[src/rtl/spi_rb_pkg.sv]
package spi_rb_pkg;

  typedef enum logic [1:0] {
    CMD_FOREIGN = 2'd0,
    CMD_READ    = 2'd1,
    CMD_IDLE    = 2'd2,
    CMD_WRITE   = 2'd3
  } cmd_e;

  localparam logic [23:0] IDLE_FRAME = 24'h1CE000;

endpackage

[src/rtl/spi_rb_sync.sv]
module spi_rb_sync #(
  parameter int          WIDTH   = 3,
  parameter int          STAGES  = 2,
  parameter logic [WIDTH-1:0] RST_VAL = '0
) (
  input  logic             clk,
  input  logic             rst,
  input  logic [WIDTH-1:0] din,
  output logic [WIDTH-1:0] dout
);

  for (genvar g = 0; g < WIDTH; g++) begin : g_bit
    logic [STAGES-1:0] chain;
    always_ff @(posedge clk) begin
      if (rst) chain <= {STAGES{RST_VAL[g]}};
      else     chain <= {chain[STAGES-2:0], din[g]};
    end
    assign dout[g] = chain[STAGES-1];
  end

endmodule

[src/rtl/spi_rb_frame.sv]
module spi_rb_frame #(
  parameter int FRAME_W = 24
) (
  input  logic               clk,
  input  logic               rst,
  input  logic               sclk_s,
  input  logic               cs_n_s,
  input  logic               sdi_s,
  output logic               sclk_rise,
  output logic               cs_fall,
  output logic               cs_rise,
  output logic               commit,
  output logic [FRAME_W-1:0] frame_q
);

  localparam int CNT_MAX = FRAME_W + 1;
  localparam int CNT_W   = $clog2(CNT_MAX + 1);

  logic               sclk_d, cs_d;
  logic               sclk_fall;
  logic [CNT_W-1:0]   cnt;
  logic [FRAME_W-1:0] shreg;

  assign sclk_fall = sclk_d & ~sclk_s;
  assign sclk_rise = ~sclk_d & sclk_s;
  assign cs_fall   = cs_d & ~cs_n_s;
  assign cs_rise   = ~cs_d & cs_n_s;

  always_ff @(posedge clk) begin
    if (rst) begin
      sclk_d  <= 1'b1;
      cs_d    <= 1'b1;
      cnt     <= '0;
      shreg   <= '0;
      commit  <= 1'b0;
      frame_q <= '0;
    end else begin
      sclk_d <= sclk_s;
      cs_d   <= cs_n_s;
      commit <= 1'b0;
      if (cs_fall) begin
        cnt <= '0;
      end else if (!cs_n_s && sclk_fall) begin
        shreg <= {shreg[FRAME_W-2:0], sdi_s};
        if (cnt != CNT_W'(CNT_MAX)) cnt <= cnt + 1'b1;
      end
      if (cs_rise) begin
        commit  <= (cnt == CNT_W'(FRAME_W));
        frame_q <= shreg;
      end
    end
  end

  // a commit is a one-cycle event tied to the end of a frame
  assert_commit_pulse_R7: assert property (@(posedge clk) disable iff (rst)
    commit |=> !commit);
  assert_commit_on_cs_rise_R7: assert property (@(posedge clk) disable iff (rst)
    commit |-> $past(cs_rise));

endmodule

[src/rtl/spi_rb_resp.sv]
module spi_rb_resp
  import spi_rb_pkg::*;
#(
  parameter int FRAME_W  = 24,
  parameter int DATA_W   = 16,
  parameter int SEL_W    = 5,
  parameter int DEV_W    = 2,
  parameter int NUM_REGS = 27,
  parameter logic [FRAME_W-1:0] IDLE_CODE = IDLE_FRAME
) (
  input  logic               clk,
  input  logic               rst,
  input  logic               commit,
  input  logic [FRAME_W-1:0] frame_q,
  input  logic [DEV_W-1:0]   dev_addr,
  output logic               rd_en,
  output logic [SEL_W-1:0]   rd_addr,
  input  logic [DATA_W-1:0]  rd_data,
  output logic [DATA_W-1:0]  resp_data,
  output logic               resp_oe
);

  localparam int RW_BIT  = FRAME_W - 1;
  localparam int DEV_LSB = RW_BIT - DEV_W;
  localparam int SEL_LSB = DEV_LSB - SEL_W;
  localparam logic [SEL_W-1:0] SEL_LIMIT = SEL_W'(NUM_REGS);

  logic [DEV_W-1:0] f_dev;
  logic [SEL_W-1:0] f_sel;
  logic             f_idle;
  cmd_e             cmd;
  logic             capture;

  assign f_dev  = frame_q[RW_BIT-1:DEV_LSB];
  assign f_sel  = frame_q[DEV_LSB-1:SEL_LSB];
  assign f_idle = (frame_q[DEV_LSB-1:0] == IDLE_CODE[DEV_LSB-1:0]);

  always_comb begin
    if (f_dev != dev_addr)    cmd = CMD_FOREIGN;
    else if (frame_q[RW_BIT]) cmd = CMD_READ;
    else if (f_idle)          cmd = CMD_IDLE;
    else                      cmd = CMD_WRITE;
  end

  always_ff @(posedge clk) begin
    if (rst) begin
      rd_en     <= 1'b0;
      rd_addr   <= '0;
      capture   <= 1'b0;
      resp_data <= '0;
      resp_oe   <= 1'b0;
    end else begin
      rd_en   <= 1'b0;
      capture <= rd_en;
      if (commit) begin
        resp_data <= '0;
        case (cmd)
          CMD_FOREIGN: resp_oe <= 1'b0;
          CMD_READ: begin
            resp_oe <= 1'b1;
            if (f_sel < SEL_LIMIT) begin
              rd_en   <= 1'b1;
              rd_addr <= f_sel;
            end
          end
          default: resp_oe <= 1'b1;
        endcase
      end
      if (capture) resp_data <= rd_data;
    end
  end

  assert_rd_pulse_R2: assert property (@(posedge clk) disable iff (rst)
    rd_en |=> !rd_en);
  assert_rd_in_range_R4: assert property (@(posedge clk) disable iff (rst)
    rd_en |-> (rd_addr < SEL_LIMIT));
  assert_foreign_quiet_R5: assert property (@(posedge clk) disable iff (rst)
    (commit && f_dev != dev_addr) |=> (!resp_oe && !rd_en));

endmodule

[src/rtl/spi_rb_tx.sv]
module spi_rb_tx #(
  parameter int FRAME_W = 24,
  parameter int DATA_W  = 16
) (
  input  logic              clk,
  input  logic              rst,
  input  logic              cs_n_s,
  input  logic              cs_fall,
  input  logic              cs_rise,
  input  logic              sclk_rise,
  input  logic [DATA_W-1:0] resp_data,
  input  logic              resp_oe,
  output logic              sdo,
  output logic              sdo_oe
);

  localparam int PAD_W = FRAME_W - DATA_W;

  logic [FRAME_W-1:0] tx;
  logic [FRAME_W-1:0] word;

  assign word = resp_oe ? {{PAD_W{1'b0}}, resp_data} : '0;

  always_ff @(posedge clk) begin
    if (rst) begin
      tx     <= '0;
      sdo    <= 1'b0;
      sdo_oe <= 1'b0;
    end else if (cs_fall) begin
      tx     <= word;
      sdo    <= word[FRAME_W-1];
      sdo_oe <= resp_oe;
    end else if (cs_rise) begin
      sdo    <= 1'b0;
      sdo_oe <= 1'b0;
    end else if (!cs_n_s && sclk_rise) begin
      tx  <= {tx[FRAME_W-2:0], 1'b0};
      sdo <= sdo_oe & tx[FRAME_W-2];
    end
  end

  assert_sdo_quiet_R10: assert property (@(posedge clk) disable iff (rst)
    !sdo_oe |-> !sdo);
  assert_oe_drop_R10: assert property (@(posedge clk) disable iff (rst)
    cs_rise |=> !sdo_oe);
  assert_oe_from_resp_R5: assert property (@(posedge clk) disable iff (rst)
    (cs_fall && !resp_oe) |=> !sdo_oe);

endmodule

[src/rtl/spi_readback_if.sv]
module spi_readback_if #(
  parameter int FRAME_W     = 24,
  parameter int DATA_W      = 16,
  parameter int SEL_W       = 5,
  parameter int DEV_W       = 2,
  parameter int NUM_REGS    = 27,
  parameter int SYNC_STAGES = 2
) (
  input  logic              clk,
  input  logic              rst,
  input  logic [DEV_W-1:0]  dev_addr,
  input  logic              spi_sclk,
  input  logic              spi_cs_n,
  input  logic              spi_sdi,
  output logic              spi_sdo,
  output logic              spi_sdo_oe,
  output logic              rd_en,
  output logic [SEL_W-1:0]  rd_addr,
  input  logic [DATA_W-1:0] rd_data
);

  logic [2:0]         pins_s;
  logic               sclk_rise, cs_fall, cs_rise, commit;
  logic [FRAME_W-1:0] frame_q;
  logic [DATA_W-1:0]  resp_data;
  logic               resp_oe;

  spi_rb_sync #(.WIDTH(3), .STAGES(SYNC_STAGES), .RST_VAL(3'b110)) u_sync (
    .clk(clk), .rst(rst),
    .din({spi_sclk, spi_cs_n, spi_sdi}),
    .dout(pins_s)
  );

  spi_rb_frame #(.FRAME_W(FRAME_W)) u_frame (
    .clk(clk), .rst(rst),
    .sclk_s(pins_s[2]), .cs_n_s(pins_s[1]), .sdi_s(pins_s[0]),
    .sclk_rise(sclk_rise), .cs_fall(cs_fall), .cs_rise(cs_rise),
    .commit(commit), .frame_q(frame_q)
  );

  spi_rb_resp #(
    .FRAME_W(FRAME_W), .DATA_W(DATA_W), .SEL_W(SEL_W),
    .DEV_W(DEV_W), .NUM_REGS(NUM_REGS)
  ) u_resp (
    .clk(clk), .rst(rst),
    .commit(commit), .frame_q(frame_q), .dev_addr(dev_addr),
    .rd_en(rd_en), .rd_addr(rd_addr), .rd_data(rd_data),
    .resp_data(resp_data), .resp_oe(resp_oe)
  );

  spi_rb_tx #(.FRAME_W(FRAME_W), .DATA_W(DATA_W)) u_tx (
    .clk(clk), .rst(rst),
    .cs_n_s(pins_s[1]), .cs_fall(cs_fall), .cs_rise(cs_rise),
    .sclk_rise(sclk_rise),
    .resp_data(resp_data), .resp_oe(resp_oe),
    .sdo(spi_sdo), .sdo_oe(spi_sdo_oe)
  );

endmodule

[config.mk]
export PLATFORM = sky130hd
export DESIGN_NAME = spi_readback_if
export DESIGN_NICKNAME = d
export VERILOG_FILES = /design/src/rtl/spi_rb_pkg.sv /design/src/rtl/spi_rb_sync.sv /design/src/rtl/spi_rb_frame.sv /design/src/rtl/spi_rb_resp.sv /design/src/rtl/spi_rb_tx.sv /design/src/rtl/spi_readback_if.sv
export SDC_FILE = /design/constraint.sdc
export NUM_CORES = 1
export LEC_CHECK = 0
export ABC_AREA = 1
export ABC_CLOCK_PERIOD_IN_PS = 1300
export BUFFER_PORTS_ARGS = -buffer_cell sky130_fd_sc_hd__buf_2
export CORE_MARGIN = 2
export CORE_UTILIZATION = 32
export CTS_CLUSTER_DIAMETER = 40
export DETAILED_ROUTE_END_ITERATION = 8
export PLACE_DENSITY = 0.58
export SYNTH_ARGS = -nofsm -noshare
export SYNTH_HDL_FRONTEND = slang
export SYNTH_SLANG_ARGS = --single-unit
export TNS_END_PERCENT = 1
[constraint.sdc]
create_clock -name clk -period 1.3 [get_ports clk]
set_input_delay 0.13 -clock clk [delete_from_list [all_inputs] [get_ports clk]]
set_output_delay 0.13 -clock clk [all_outputs]
set_load 0.01 [all_outputs]
==> results of run 1 <==
-- path summary, 6_finish.rpt --
check	from	to	slack [ns]	depth (start not counted)
worst min-delay path	rd_data[15]	u_resp.resp_data[15]	0.04	3
worst max register to register	u_sync.g_bit[1].chain[1]	u_tx.tx[6]	0.07	8
worst min register to register	u_sync.g_bit[0].chain[0]	u_sync.g_bit[0].chain[1]	0.40	2
worst max-delay path	u_sync.g_bit[1].chain[1]	u_tx.tx[6]	0.07	8
-- per-stage QoR --
step | cells | TNS (ns) | power [mW] | setup WS, ns | cell area, um^2
floorplan | 497 | 0 | 3.27 | 0.0260 | 3700
global placement | 663 | 0 | 3.37 | 0.00618 | 4070
detailed placement | 663 | -0.272 | 3.38 | -0.0417 | 4070
CTS | 681 | -0.00147 | 6.16 | -0.00147 | 4420
global route | 681 | -0.0995 | 6.33 | -0.0173 | 4450
finish | 681 | 0 | 6.07 | 0.0679 | 4450
-- state kept, by name, summed over array words and instances, names as in the netlist --
signal              count
u_frame.cnt             5
u_frame.commit          1
u_frame.cs_d            1
u_frame.frame_q         8
u_frame.sclk_d          1
u_frame.shreg          24
u_resp.capture          1
u_resp.rd_addr          5
u_resp.rd_en            1
u_resp.resp_data       16
u_resp.resp_oe          1
u_sync.g_bit.chain      6
u_tx.sdo                1
u_tx.sdo_oe             1
u_tx.tx                23
-- area by class of cell --
cell class	instances	area (um^2)
clock inverters	4	70.1
flip-flops and latches	95	1910
well taps	143	179
fillers	1178	6920
inverters	37	156
multi-input cells	339	1530
repair buffers	52	368
clock buffers	11	243
-- worst register-to-register path: stages, from the launching register on --
cell and delay, ns:
dfxtp_2 0.33, inv_4 0.07, ha_4 0.17, inv_4 0.05
nand2_2 0.08, nand2_4 0.10, buf_12 0.16, o21ai_1 0.13
nor2_1 0.05
-- cells by family after synthesis --
group                      Yosys count  share of synthesized area [%]
buffers and inverters               63                           7.88
and+or+nand+nor                    236                           25.3
adders and majority gates            5                           1.69
AOI/OAI and AO/OA                   95                           13.0
DFF                                 95                           51.4
xor gates and xnor gates             3                          0.710
-- routing by layer --
metal | wire (um) | up-vias | GRT usage, %
li1 | - | 1630 | -
met1 | 3630 | 1384 | 15.4
met2 | 3500 | 34 | 21.2
met3 | 273 | 8 | 3.92
met4 | 85 | 0 | 3.54
met5 | 0 | - | 0
-- where the power goes --
part	switching (mW)	internal (mW)	total, mW
logic	0.183	0.138	0.321
clock network	1.02	1.72	2.74
registers	0.0315	2.98	3.01
total	1.24	4.83	6.07
-- repair_timing --
item                                    4_1_cts  5_1_grt
endpoints found under the setup margin       23       30
pin swaps                                     0        2
resized for setup                             4       17
endpoints found under the hold margin         3        0
hold buffers                                  3        0
-- cells in the mapped netlist (all sizes together) --
library cell / n
nand3: 14
ha: 5
nor3: 1
buf: 16
nand2: 118
nor2: 99
dfxtp: 95
o22ai: 1
o21ai: 52
or2: 4
clkbuf: 10
a22oi: 2
xor2: 2
inv: 36
xnor2: 1
clkinv: 1
a21oi: 40
==> flow_summary.toml, run 1 <==
[global_route]
grt_pass1_wl_um = 12800
globalRoute.totalOverflow = 0
grt_usage_pct = 12.5
antenna_found_initial = 0
grt_pass1_vias = 2928
grt_max_degree = 40

[synthesis]
yosysUniqueCellTypes = 26
synth_top_cell_by_area = "dfxtp_1"
syn_area_per_cell_um2 = 7.45
netlist.area_leader.share_pct = 51.4
ys_seq_elements = 95
syn_inst = 497
synth_seq_area_share_pct = 51.4
synth_fp_nets = 525
ys_top_cells_by_area = "dfxtp_1, nand2_1, nor2_1"
yosysWarnings = 0
netlist_area_mm2 = 0.00370

[timing]
maxSlewViolCount = 0
final_hold_viol_count = 0
rsz0062_at_grt = "true"
period_share_pct = 94.8
max_slew.worst_pin.slew_ns = 0.229
final.min_clock_period_ns = 1.23
max_slew_margin_pct = 84.7
clock.fmax_mhz = 812
hold_slack_ns = 0.0441
setup_viol = 0
skew_ns = 0.00693

[status]
outcome = "completed"

[cells_and_area]
final_nets = 562
diodes = 0
syn2layout_area_growth_pct = 20.3
final_common_cell = "nand2_1"
layout-drive-gt1-share_pct = 16.0
post-route-util_pct = 39.2
mostFrequentLayoutCells = "nand2_1, nor2_1, dfxtp_1"

[routing]
num_vias = 3056
ant_nets = 0
dr.pass1.iters = 5
via_per_inst = 4.49
post_drt_wl_per_cell_um = 11.0
totalWireLength_um = 7480
drc = 0
drt_iter0_drc = 133

[clock_tree]
cts_tree = "built"
cts_buffer_depth = 2
cts_sinks = 95
htree_num_levels = 3
root_buffer = "clkbuf_16"
cts_setup_buffers = 0
cts_buffers = 9
clock_latency_ns = 0.33
clk_pin_slew_ns = 0.06

[critical_path]
crit_fanout = 10
max_stage_delay_ns = 0.33
crit_required_ns = 1.53
crit_buf_inv = 3
critPathLaunchType = "flip-flop"
cpMaxStageDelayCell = "dfxtp_2"
path_class = "reg -> reg"
cp_top_family = "flip-flops"
worst_setup_path_end_kind = "flip-flop"
cp.arrival_ns = 1.47
cpMostUsedCell = "inv_4"
cp_cell_sequence = "inv_4 -> ha_4 -> inv_4 -> nand2_2 -> nand2_4 -> buf_12 -> o21ai_1 -> nor2_1"

[place]
port_buffers = 30
hpwl_um = 5000
gp_congestion = 0.756

[floorplan]
coreArea_mm2 = 0.0114
start_util_pct = 32.6
dieArea_mm2 = 0.0124
die_w_um = 112
chipHeight_um = 112
rows = 39
io_pins = 31

[hold_path]
hold_class = "in -> reg"

[job]
drv_cap = 0

[pwr]
leakage_nw = 1.98
powerDensity_mw_per_mm2 = 1360
vdd_drop_max_mv = 0.767
Note: power is estimated with default switching activity, not from simulation.
==> run 2, diff against run 1 <==
--- a/config.mk
+++ b/config.mk
@@ -6,8 +6,9 @@
 export NUM_CORES = 1
 export LEC_CHECK = 0
 export ABC_AREA = 1
-export ABC_CLOCK_PERIOD_IN_PS = 1300
+export ABC_CLOCK_PERIOD_IN_PS = 1040
 export BUFFER_PORTS_ARGS = -buffer_cell sky130_fd_sc_hd__buf_2
+export CORE_ASPECT_RATIO = 1.1
 export CORE_MARGIN = 2
 export CORE_UTILIZATION = 32
 export CTS_CLUSTER_DIAMETER = 40
==> constraint.sdc (replaced) <==
create_clock -name clk -period 1.04 [get_ports clk]
set_input_delay 0.104 -clock clk [delete_from_list [all_inputs] [get_ports clk]]
set_output_delay 0.104 -clock clk [all_outputs]
set_load 0.01 [all_outputs]
==> run 2 against run 1 <==
The flow now finishes with violations (negative setup slack). Routed wire length is 2.5% higher. Global-route usage is 0.31 points higher. Clock-buffer cell count is 1 lower. Maximum frequency is 3.3% lower. Critical endpoint is now u_tx.tx[13]. Largest power group unchanged. Total power is 24% higher. Largest cell class unchanged. Sequential power is 25% higher. Sequential cell count stayed put. First-iteration DRC count is 6.0% lower. Critical path depth stayed put. Register-to-register slack worse by 0.30 ns. Clock skew is 0.0016 ns lower.
==> flow_summary.toml, run 2 (synthesis results as in run 1) <==
[status]
outcome = "finished with violations"
violations = "negative setup slack"

[global_route]
grt_max_degree = 40
antenna_found_initial = 0
grt_pass1_wl_um = 13000
grt_usage_pct = 12.8
grt_pass1_vias = 2925
globalRoute.totalOverflow = 0

[timing]
setup_viol = 65
clock.fmax_mhz = 785
hold_slack_ns = 0.0171
rsz0062_at_grt = "true"
max_slew.worst_pin.slew_ns = 0.263
final.min_clock_period_ns = 1.27
skew_ns = 0.00530
setup_slack_ns = -0.234
maxSlewViolCount = 0
max_slew_margin_pct = 82.4
period_share_pct = 122
final_hold_viol_count = 0

[critical_path]
r2r_slack_ns = -0.23
r2r.worst_path.cells = 8
r2r-end = "u_tx.tx[13]"
worst_setup_path_end_kind = "flip-flop"
path_class = "reg -> reg"
cp.arrival_ns = 1.51
crit_fanout = 8
crit_required_ns = 1.28
endpoint = "u_tx.tx[13]"
r2r-start = "u_sync.g_bit[1].chain[1]"
critPathLaunchType = "flip-flop"
cp-startpoint = "u_sync.g_bit[1].chain[1]"

[pwr]
seq_power_share_pct = 50.0
netSwitchingFraction_pct = 22.7
total_power_mw = 7.51
power.share.clock_pct = 43.7
vdd_drop_max_mv = 0.656
p_sw_mw = 1.71
p_comb_share_pct = 6.3
leakage_nw = 2.10
powerDensity_mw_per_mm2 = 1550
internal_power_mw = 5.81

[cells_and_area]
reg_top3 = "u_frame.shreg x24, u_tx.tx x23, u_resp.resp_data x16"
multi_input_area_mm2 = 0.00168
diodes = 0
fin_area_mm2 = 0.00484
regArea_mm2 = 0.00191
fillCellCount = 1135
post-route-util_pct = 42.5
final_common_cell = "nand2_1"
mostFrequentLayoutCells = "nand2_1, nor2_1, dfxtp_1"
regMostFlops = "u_frame.shreg"
syn2layout_area_growth_pct = 30.8
final_nets = 581
layout-drive-gt1-share_pct = 24.6
largest_reg_flops = 24

[routing]
drc = 0
wl_met1_um = 3750
wl_met2_um = 3540
highest-signal-layer = "met4"
post_drt_wl_per_cell_um = 10.8
via_per_inst = 4.42
num_vias = 3130
ant_nets = 0
wl_met3_um = 306
dr.pass1.iters = 4
totalWireLength_um = 7660
drt_iter0_drc = 125

[clock_tree]
clk_pin_slew_ns = 0.07
htree_num_levels = 3
clock_latency_ns = 0.34
cts_tree = "built"
root_buffer = "clkbuf_16"
cts_buffers = 9
cts_sinks = 95
cts_buffer_depth = 2

[place]
port_buffers = 30
postPlaceCellArea_mm2 = 0.00423
hpwl_um = 4990
gp_congestion = 0.781

[job]
drv_cap = 0

[floorplan]
rows = 41
dieArea_mm2 = 0.0124
chipHeight_um = 117
die_w_um = 107
start_util_pct = 32.5
io_pins = 31
coreArea_mm2 = 0.0114

[hold_path]
hp-start = "rd_data[5]"
hold_class = "in -> reg"
## run 2: changes by cell type in the layout (fill, tap and decap cells not counted), sizes merged
| cell | before | now |
|---|---|---|
| clkinv | 2 | 4 |
| clkbuf | 11 | 10 |
| bufinv | 2 | 1 |
| buf | 49 | 67 |
| clkinvlp | 0 | 2 |
## run 2: critical path: stages, from the launching register on
cell and delay, ns:
dfxtp_2 0.33, inv_2 0.07, buf_4 0.15, nand3_4 0.09
nand2_4 0.10, nand2_8 0.09, buf_8 0.16, o21ai_2 0.14
nor2_1 0.05
## run 2: how the worst min path moves through the flow
| stage | end | cells past startpoint |
|---|---|---|
| final | u_resp.resp_data[5] | 3 |
| after global placement | u_sync.g_bit[2].chain[0] | 2 |
| after floorplan | u_sync.g_bit[1].chain[0] | 1 |
| after global routing | u_resp.resp_data[13] | 3 |
| after detailed placement | u_sync.g_bit[1].chain[0] | 2 |
| after CTS | u_resp.resp_data[10] | 3 |
## run 2: metal layers
metal	vias up	GRT usage, %
li1	1683	-
met1	1401	16.2
met2	37	21.4
met3	9	3.43
met4	0	4.16
met5	-	0
## run 2: final cells by class
class	count	area share, %
sequential	95	39.4
multi-input combinational	339	34.6
clock buffer	10	4.73
clock inverter	6	1.47
timing repair inverter	1	0.129
timing repair buffer	70	12.3
inverter	37	3.49
tap	150	3.88
## run 2: power by group through the flow
stage | Clock [mW] | Combinational, mW | Sequential, mW
floorplan | 0 | 0.258 | 3.83
global placement | 0 | 0.391 | 3.83
detailed placement | 0 | 0.397 | 3.84
CTS | 3.37 | 0.460 | 3.76
global route | 3.55 | 0.525 | 3.77
finish | 3.29 | 0.470 | 3.76
## run 2: per-stage QoR
step / instances / worst slack (ns) / TNS (ns)
6_report: 708 / -0.234 / -10.09
5_1_grt: 708 / -0.303 / -15.17
4_1_cts: 708 / -0.218 / -10.71
3_5_place_dp: 684 / -0.299 / -13.65
3_3_place_gp: 684 / -0.281 / -12.70
2_1_floorplan: 497 / -0.172 / -7.22
## run 2: timing repair
| item | in CTS | in global routing |
|---|---|---|
| buffers inserted | 2 | 0 |
| gates resized for setup | 73 | 26 |
| hold buffers | 3 | 0 |
| hold endpoints to repair | 3 | 0 |
| setup endpoints to repair | 68 | 82 |
| pin swaps | 7 | 7 |
| gates cloned | 3 | 0 |
==> run 3, diff against run 2 <==
--- a/config.mk
+++ b/config.mk
@@ -8,6 +8,7 @@
 export ABC_AREA = 1
 export ABC_CLOCK_PERIOD_IN_PS = 1040
 export BUFFER_PORTS_ARGS = -buffer_cell sky130_fd_sc_hd__buf_2
+export CAP_MARGIN = 20
 export CORE_ASPECT_RATIO = 1.1
 export CORE_MARGIN = 2
 export CORE_UTILIZATION = 32
==> constraint.sdc (replaced) <==
create_clock -name clk -period 1.04 [get_ports clk]
set_input_delay 0 -clock clk [delete_from_list [all_inputs] [get_ports clk]]
set_output_delay 0 -clock clk [all_outputs]
set_load 0.01 [all_outputs]
==> run 3 against run 2 <==
The flow still finishes with violations (negative setup slack). Sequential power about the same. Die area unchanged. Hold slack improved by 0.026 ns. Global-route usage increased by 0.48 points. Routed wire length increased by 1.1%. Core utilization increased by 0.56 points. Total power decreased by 1.7%. Highest routed layer unchanged. Via count increased by 1.7%. Clock skew increased by 0.00095 ns. Combinational power increased by 8.7%. First-iteration DRC count decreased by 3.2%. Largest cell class unchanged. Non-clock buffer count increased by 15.
==> flow_summary.toml, run 3 (synthesis results as in run 1) <==
[cells_and_area]
final_common_cell = "nand2_1"
diodes = 0
regMostFlops = "u_frame.shreg"
syn2layout_area_growth_pct = 32.6
largest_reg_flops = 24
mostFrequentLayoutCells = "nand2_1, nor2_1, dfxtp_1"
reg_top3 = "u_frame.shreg x24, u_tx.tx x23, u_resp.resp_data x16"
layout-drive-gt1-share_pct = 24.0
fin_area_mm2 = 0.00491
post-route-util_pct = 43.1
final_cells = 722
final_nets = 596

[place]
port_buffers = 30
postPlaceCellArea_mm2 = 0.00421
gp_congestion = 0.773
dpl.cell_count = 684
hpwl_um = 5020
place_ws_ns = -0.271

[critical_path]
cp_cell_sequence = "inv_4 -> ha_4 -> inv_4 -> nand2_4 -> nand2_8 -> clkinv_8 -> nor2_1 -> nor2_1"
crit_buf_inv = 3
max_stage_delay_ns = 0.35
critPathLaunchType = "flip-flop"
crit_required_ns = 1.27
crit_fanout = 19
cpMaxStageDelayCell = "dfxtp_2"
cp.arrival_ns = 1.48
cp_top_family = "simple AND/OR/NAND/NOR gates"
path_class = "reg -> reg"
worst_setup_path_end_kind = "flip-flop"

[routing]
post_drt_wl_per_cell_um = 10.7
ant_nets = 0
totalWireLength_um = 7750
drt_iter0_drc = 121
num_vias = 3183
drc = 0
via_per_inst = 4.41
dr.pass1.iters = 4

[global_route]
antenna_found_initial = 0
use_met3_pct = 3.05
grt_max_degree = 32
grt_busiest_layer = "met2"
met2_usage_pct = 22.6
globalRoute.totalOverflow = 0
grt_pass1_wl_um = 13300
grt_usage_pct = 13.3
grt_pass1_vias = 3002
met1_usage_pct = 16.2

[timing]
skew_ns = 0.00624
final_hold_viol_count = 0
setup_tns_ns = -7.88
setup_viol = 63
maxSlewViolCount = 0
max_slew.worst_pin.slew_ns = 0.231
rsz0062_at_grt = "true"
hold_slack_ns = 0.0432
setup_slack_ns = -0.206
final.min_clock_period_ns = 1.25
max_slew_margin_pct = 84.6
period_share_pct = 120
clock.fmax_mhz = 803

[hold_path]
hold_class = "in -> reg"

[clock_tree]
cts_tree = "built"
cts_buffers = 9
htree_num_levels = 3
clk_pin_slew_ns = 0.06
clock_latency_ns = 0.34
root_buffer = "clkbuf_16"
cts_buffer_depth = 2
cts_sinks = 95

[status]
violations = "negative setup slack"
outcome = "finished with violations"

[floorplan]
io_pins = 31
coreArea_mm2 = 0.0114
chipHeight_um = 117
start_util_pct = 32.5
dieArea_mm2 = 0.0124
die_w_um = 107
rows = 41

[job]
drv_cap = 0

[pwr]
leakage_nw = 2.14
total_power_mw = 7.39
powerDensity_mw_per_mm2 = 1510
vdd_drop_max_mv = 0.669
## run 3: path summary, 6_finish.rpt
| check | end | start | depth (start not counted) | slack, ns |
|---|---|---|---|---|
| worst min-delay path | u_sync.g_bit[0].chain[0] | rst | 3 | 0.04 |
| worst min register to register | u_sync.g_bit[0].chain[1] | u_sync.g_bit[0].chain[0] | 2 | 0.40 |
| worst max-delay path | u_tx.tx[10] | u_sync.g_bit[1].chain[1] | 8 | -0.21 |
| worst max register to register | u_tx.tx[10] | u_sync.g_bit[1].chain[1] | 8 | -0.21 |
## run 3: layout make-up
type / count / area (um^2)
timing repair buffer: 85 / 698
clock inverter: 2 / 15.0
tap: 150 / 188
inverter: 37 / 166
clock buffer: 13 / 270
sequential: 95 / 1910
fill: 1132 / 6480
multi-input combinational: 340 / 1660
## run 3: metal layers
metal  vias up  wire [um]
li1       1709          -
met4         0        150
met5         -          0
met2        46       3490
met3        12        303
met1      1416       3800
## run 3: tightest hold or removal path, stage by stage
cell	delay [ns]
buf_2	0.15
buf_4	0.15
nor2_1	0.04
## run 3: power by group
part	internal, mW	switching (mW)
combinational	0.248	0.263
clock	1.80	1.31
sequential	3.72	0.0403
total	5.77	1.62
## run 3: what timing repair did
item	CTS	global route
setup buffers	2	0
hold buffers	20	0
pin swaps	8	3
endpoints found under the setup margin	67	76
hold endpoints to repair	21	0
cloned	1	0
gates resized for setup	61	15
